--- src/rtl/mst_pkg.sv ---
// Shared types and bit positions for the modem status tracker.
package mst_pkg;
    // Effective modem levels packed so that the layout matches status bits 7:4.
    typedef struct packed {
        logic dcd;
        logic ri;
        logic dsr;
        logic cts;
    } modem_lv_t;

    localparam int MCR_W        = 8;
    localparam int MCR_DTR      = 0;
    localparam int MCR_RTS      = 1;
    localparam int MCR_OUT1     = 2;
    localparam int MCR_OUT2     = 3;
    localparam int MCR_LOOP     = 4;
    localparam int MCR_USED     = 5;
    localparam int FLAG_CTS     = 0;
    localparam int FLAG_DSR     = 1;
    localparam int FLAG_RI_FALL = 2;
    localparam int FLAG_DCD     = 3;
endpackage

--- src/rtl/mst_sync.sv ---
// Multi-stage synchronizer for asynchronous modem inputs.
// Assumes: STAGES >= 2; each bit is synchronized on its own (levels, not buses).
module mst_sync #(
    parameter int W      = 4,
    parameter int STAGES = 2
) (
    input  logic         clk,
    input  logic         rst_n,
    input  logic [W-1:0] d,
    output logic [W-1:0] q
);
    logic [STAGES-1:0][W-1:0] st;

    for (genvar i = 0; i < STAGES; i++) begin : g_stage
        if (i == 0) begin : g_first
            // First stage captures the raw line levels.
            always_ff @(posedge clk) begin
                if (!rst_n) st[i] <= '0;
                else        st[i] <= d;
            end
        end else begin : g_rest
            // Later stages shift the previous stage forward.
            always_ff @(posedge clk) begin
                if (!rst_n) st[i] <= '0;
                else        st[i] <= st[i-1];
            end
        end
    end

    assign q = st[STAGES-1];
endmodule

--- src/rtl/mst_effective.sv ---
// Selects the effective modem levels: the synchronized lines in normal
// operation, or the modem control outputs in loopback.
// Assumes: mcr uses the bit positions listed in mst_pkg.
module mst_effective
    import mst_pkg::*;
(
    input  modem_lv_t              line_lv,
    input  logic [MCR_W-1:0]       mcr,
    output modem_lv_t              eff_lv
);
    // Loopback mux, purely combinational.
    always_comb begin
        if (mcr[MCR_LOOP]) begin
            eff_lv.cts = mcr[MCR_DTR];
            eff_lv.dsr = mcr[MCR_RTS];
            eff_lv.ri  = mcr[MCR_OUT1];
            eff_lv.dcd = mcr[MCR_OUT2];
        end else begin
            eff_lv = line_lv;
        end
    end
endmodule

--- src/rtl/mst_delta.sv ---
// Change-flag register: compares the effective levels with last cycle's copy,
// sets CTS/DSR/DCD flags on any change and the RI flag on a falling edge,
// and clears all flags on a read unless a new change arrives at the same edge.
// Assumes: the previous-level copy resets to all zero, matching reset lines.
module mst_delta
    import mst_pkg::*;
(
    input  logic      clk,
    input  logic      rst_n,
    input  modem_lv_t eff_lv,
    input  logic      rd,
    output logic [3:0] flags
);
    modem_lv_t  prev_lv;
    logic [3:0] hit;

    // Detect per-bit events between last cycle's and this cycle's levels.
    always_comb begin
        hit               = '0;
        hit[FLAG_CTS]     = eff_lv.cts ^ prev_lv.cts;
        hit[FLAG_DSR]     = eff_lv.dsr ^ prev_lv.dsr;
        hit[FLAG_RI_FALL] = prev_lv.ri & ~eff_lv.ri;
        hit[FLAG_DCD]     = eff_lv.dcd ^ prev_lv.dcd;
    end

    // Track the previous effective levels.
    always_ff @(posedge clk) begin
        if (!rst_n) prev_lv <= '0;
        else        prev_lv <= eff_lv;
    end

    // Sticky flags; a read clears them but a fresh event wins.
    always_ff @(posedge clk) begin
        if (!rst_n) flags <= '0;
        else        flags <= (rd ? 4'b0000 : flags) | hit;
    end


    cts_change_flag_chk: assert property (@(posedge clk) disable iff (!rst_n)
        (eff_lv.cts != prev_lv.cts) |=> flags[FLAG_CTS]);

    dcd_change_flag_chk: assert property (@(posedge clk) disable iff (!rst_n)
        (eff_lv.dcd != prev_lv.dcd) |=> flags[FLAG_DCD]);

    ri_rise_no_flag_chk: assert property (@(posedge clk) disable iff (!rst_n)
        (!flags[FLAG_RI_FALL] && !(prev_lv.ri && !eff_lv.ri)) |=> !flags[FLAG_RI_FALL]);

    flags_hold_chk: assert property (@(posedge clk) disable iff (!rst_n)
        !rd |=> (($past(flags) & ~flags) == 4'b0000));
endmodule

--- src/rtl/modem_status_tracker.sv ---
// Modem status tracker: stores the modem control byte, synchronizes the four
// modem lines, applies loopback and keeps sticky change flags.
// Assumes: a status read is a single-cycle msr_rd pulse; msr_o is valid in it.
module modem_status_tracker
    import mst_pkg::*;
#(
    parameter int SYNC_STAGES = 2
) (
    input  logic             clk,
    input  logic             rst_n,
    input  logic             line_cts,
    input  logic             line_dsr,
    input  logic             line_ri,
    input  logic             line_dcd,
    input  logic             mcr_wr,
    input  logic [MCR_W-1:0] mcr_wdata,
    input  logic             msr_rd,
    output logic [MCR_W-1:0] mcr_q,
    output logic [7:0]       msr_o,
    output logic             delta_any
);
    localparam logic [MCR_W-1:0] MCR_KEEP = MCR_W'((1 << MCR_USED) - 1);

    modem_lv_t  raw_lv;
    modem_lv_t  sync_lv;
    modem_lv_t  eff_lv;
    logic [3:0] flags;

    assign raw_lv = '{dcd: line_dcd, ri: line_ri, dsr: line_dsr, cts: line_cts};

    // Modem control byte with reserved bits dropped.
    always_ff @(posedge clk) begin
        if (!rst_n)      mcr_q <= '0;
        else if (mcr_wr) mcr_q <= mcr_wdata & MCR_KEEP;
    end

    mst_sync #(.W(4), .STAGES(SYNC_STAGES)) u_sync (
        .clk   (clk),
        .rst_n (rst_n),
        .d     (raw_lv),
        .q     (sync_lv)
    );

    mst_effective u_eff (
        .line_lv (sync_lv),
        .mcr     (mcr_q),
        .eff_lv  (eff_lv)
    );

    mst_delta u_delta (
        .clk    (clk),
        .rst_n  (rst_n),
        .eff_lv (eff_lv),
        .rd     (msr_rd),
        .flags  (flags)
    );

    assign msr_o     = {eff_lv, flags};
    assign delta_any = |flags;


    mcr_store_chk: assert property (@(posedge clk) disable iff (!rst_n)
        mcr_wr |=> (mcr_q[MCR_USED-1:0] == $past(mcr_wdata[MCR_USED-1:0])) &&
                   (mcr_q[MCR_W-1:MCR_USED] == '0));

    loop_map_chk: assert property (@(posedge clk) disable iff (!rst_n)
        mcr_q[MCR_LOOP] |-> (msr_o[7:4] == mcr_q[3:0]));
endmodule

--- config.mk ---
export PLATFORM = sky130hd
export DESIGN_NAME = modem_status_tracker
export DESIGN_NICKNAME = d
export VERILOG_FILES = /design/src/rtl/mst_pkg.sv /design/src/rtl/mst_sync.sv /design/src/rtl/mst_effective.sv /design/src/rtl/mst_delta.sv /design/src/rtl/modem_status_tracker.sv
export SDC_FILE = /design/constraint.sdc
export NUM_CORES = 1
export LEC_CHECK = 0
export BUFFER_PORTS_ARGS = -buffer_cell sky130_fd_sc_hd__buf_2
export CORE_MARGIN = 1.5
export CORE_UTILIZATION = 48
export DETAILED_ROUTE_END_ITERATION = 10
export HOLD_SLACK_MARGIN = 0.05
export PLACE_DENSITY = 0.8
export SLEW_MARGIN = 20
export SYNTH_ARGS = -nofsm -noshare
export SYNTH_HDL_FRONTEND = slang
export SYNTH_HIERARCHICAL = 1
export SYNTH_SLANG_ARGS = --single-unit
--- constraint.sdc ---
create_clock -name clk -period 3 [get_ports clk]
set_input_delay 0.15 -clock clk [delete_from_list [all_inputs] [get_ports clk]]
set_output_delay 0.15 -clock clk [all_outputs]
set_load 0.01 [all_outputs]
==> reports/qor.csv <==
metric,value,unit
status,finished clean,
initial core utilization,51.3,%
"Max stage delay cell, worst path",dfxtp_1,
"Design Area, Final",948,um^2
Register-to-Register Path Depth,3,
crit-path cells,mux2_2 > buf_2,
H-tree depth reported by CTS,1,
Final Hold Fails,0,
Period minus WS final,1450,ps
reg2reg start,mcr_q[4],
Power Density,518,nW/um^2
setup_tns,0,ps
Filler cells,127,
share of layout cells above drive strength 1,37.1,%
gr ovfl total,0,
Core Region,1520,um^2
top post-synthesis cells by area,"dfxtp_1 (54%), and2_1 (7.2%), buf_4 (6.7%)",
first-pass GRT wire length,1990,um
LEAKAGE,0.000451,uW
R2R setup slack,1810,ps
post-synthesis register bit count,21,
IO Port Bufs,26,
detailed router's first-iteration violation count,1,
synthesized instance count,69,
Rows,14,
"Max FO, Critical Path",6,
total of max-cap violations,0,
Unique masters post-synth,13,
YS warnings,6,
Hold EP,mcr_q[3],
Crit path largest cell delay,460,ps
clock sink count,21,
CP Launch Type,flop,
Die W,43.4,um
clk slew on worst S/H paths,110,ps
Total Wirelength,1180,um
GP Congestion,0.746,
CTS buffer count,3,
placed instance area,882,um^2
final setup violating endpoints,0,
CTS tree,built,
die area,1880,um^2
post-route DRC violation count,0,
final slew viol count,0,
data required time of the critical path,2850,ps
vias in the first global route,472,
sequential cell area fraction in the yosys report,53.8,%
Final Util,62.2,%
Worst Setup Path Type,flop to output port,
gr usage total,14.1,%
Via Count,508,
Min Hold Slack,112,ps
clock buffer depth,2,
initial antenna violation count,0,
n_diodes,0,
mean post-synth cell area,11.3,um^2
post-synth top area share,53.8,%
final cycle utilization of the critical path,48.4,%
post-route ant nets,0,
"area leader, netlist",dfxtp_1,
clk_lat worst skew,290,ps
Hold Startpoint,mcr_wdata[3],
pre-CTS WS,1810,ps
"Cell Area, Synth",782,um^2
crit path DAT,1300,ps
Hold Path Cell Cnt,3,
largest net degree at the start of global routing,22,
CTS Root Cell,clkbuf_4,
Max Clk Rate,688,MHz
mean routed wirelength per cell,10.4,um
setup ws final,1550,ps
worst reg2reg endpoint,u_delta/flags[0],
clock skew,1.87,ps
"Area growth, synth to finish",21.3,%
DR vias/cell,4.50,
VDD IR max,0.000358,V
RSZ-0062 raised after global routing,false,
Final #Nets,114,
crit path capture type,output port,
number of I/O pins,33,
post-CTS sizing,0,
Die Ht,43.4,um
Min-Delay Path Class,input pin to flop,
drt pass-1 iters,2,
==> timing repair <==
action | CTS | global route
endpoints found under the hold margin | 4 | 0
buffers inserted | 0 | 0
hold buffers | 4 | 0
==> critical path: cells and delay by family (launching register included) <==
kind | cells | cell delay, ps
multiplexers | 1 | 400
flip-flops | 1 | 460
buffers and inverters | 1 | 150
==> layer usage <==
metal	vias to the layer above	part of all wire, %	track usage, %
met5	-	0	0
met2	15	49	23.3
li1	267	-	-
met3	0	4.3	5.00
met4	0	0	3.64
met1	226	46	17.6
==> per-stage QoR <==
step / total power (uW) / instances
floorplan: 346 / 71
global placement: 364 / 105
detailed placement: 367 / 105
CTS: 497 / 113
global route: 521 / 113
finish: 491 / 113
==> registers in the layout, summed over array words and instances, names as in the netlist <==
signal,flops
u_delta/prev_lv,4
u_sync/q,4
u_delta/flags,4
u_sync/st,4
mcr_q,5
==> placed cells by master (no fill, tap or decap) <==
master         count
dfxtp_1           21
a21boi_1           4
clkbuf_4           3
clkbuf_1           1
nor2b_1            5
and2_2             3
mux2_2             4
nand2b_1           5
xnor2_1            3
conb_1             3
or4_1              1
dlygate4sd3_1      4
buf_2             26
mux2i_1            5
and2_1             9
==> cells in the mapped netlist <==
cell type,instances
and2_1,9
xnor2_1,3
and2_2,3
dfxtp_1,21
buf_4,7
mux2i_1,5
buf_2,1
or4_1,1
a21boi_1,4
nor2b_1,5
conb_1,1
nand2b_1,5
mux2_2,4
==> area by class of cell <==
class                      count  area, um^2  share of cell area (%)
tap                           16        20.0                    2.11
multi-input combinational     42         312                    32.8
timing repair buffer          30         170                    17.9
clock buffer                   4        26.3                    2.77
sequential                    21         420                    44.3
==> cell families after synthesis <==
group / share of synthesized area (%)
AND/OR/NAND/NOR: 19.0
flip-flops: 53.8
multiplexers: 12.2
buffers and inverters: 7.36
AO/OA/AOI/OAI: 3.84
XOR/XNOR: 3.36
other: 0.480
==> where the power goes <==
group          switching, uW  internal [uW]  total (uW)
Clock                   76.5           51.7         128
Sequential              7.26            293         300
Combinational           27.9           35.1        63.0
Total                    112            380         491
==> worst max path at each step <==
stage                     startpoint          endpoint  slack (ps)  depth (start not counted)
after floorplan             mcr_q[4]  u_delta/flags[0]        1830                          3
after global placement      mcr_q[4]  u_delta/flags[3]        1840                          3
after detailed placement    mcr_q[4]  u_delta/flags[0]        1810                          3
after CTS                   mcr_q[4]          msr_o[4]        1530                          2
after global routing        mcr_q[4]          msr_o[4]        1470                          2
final                       mcr_q[4]          msr_o[4]        1550                          2
Note: power is estimated with default switching activity, not from simulation.
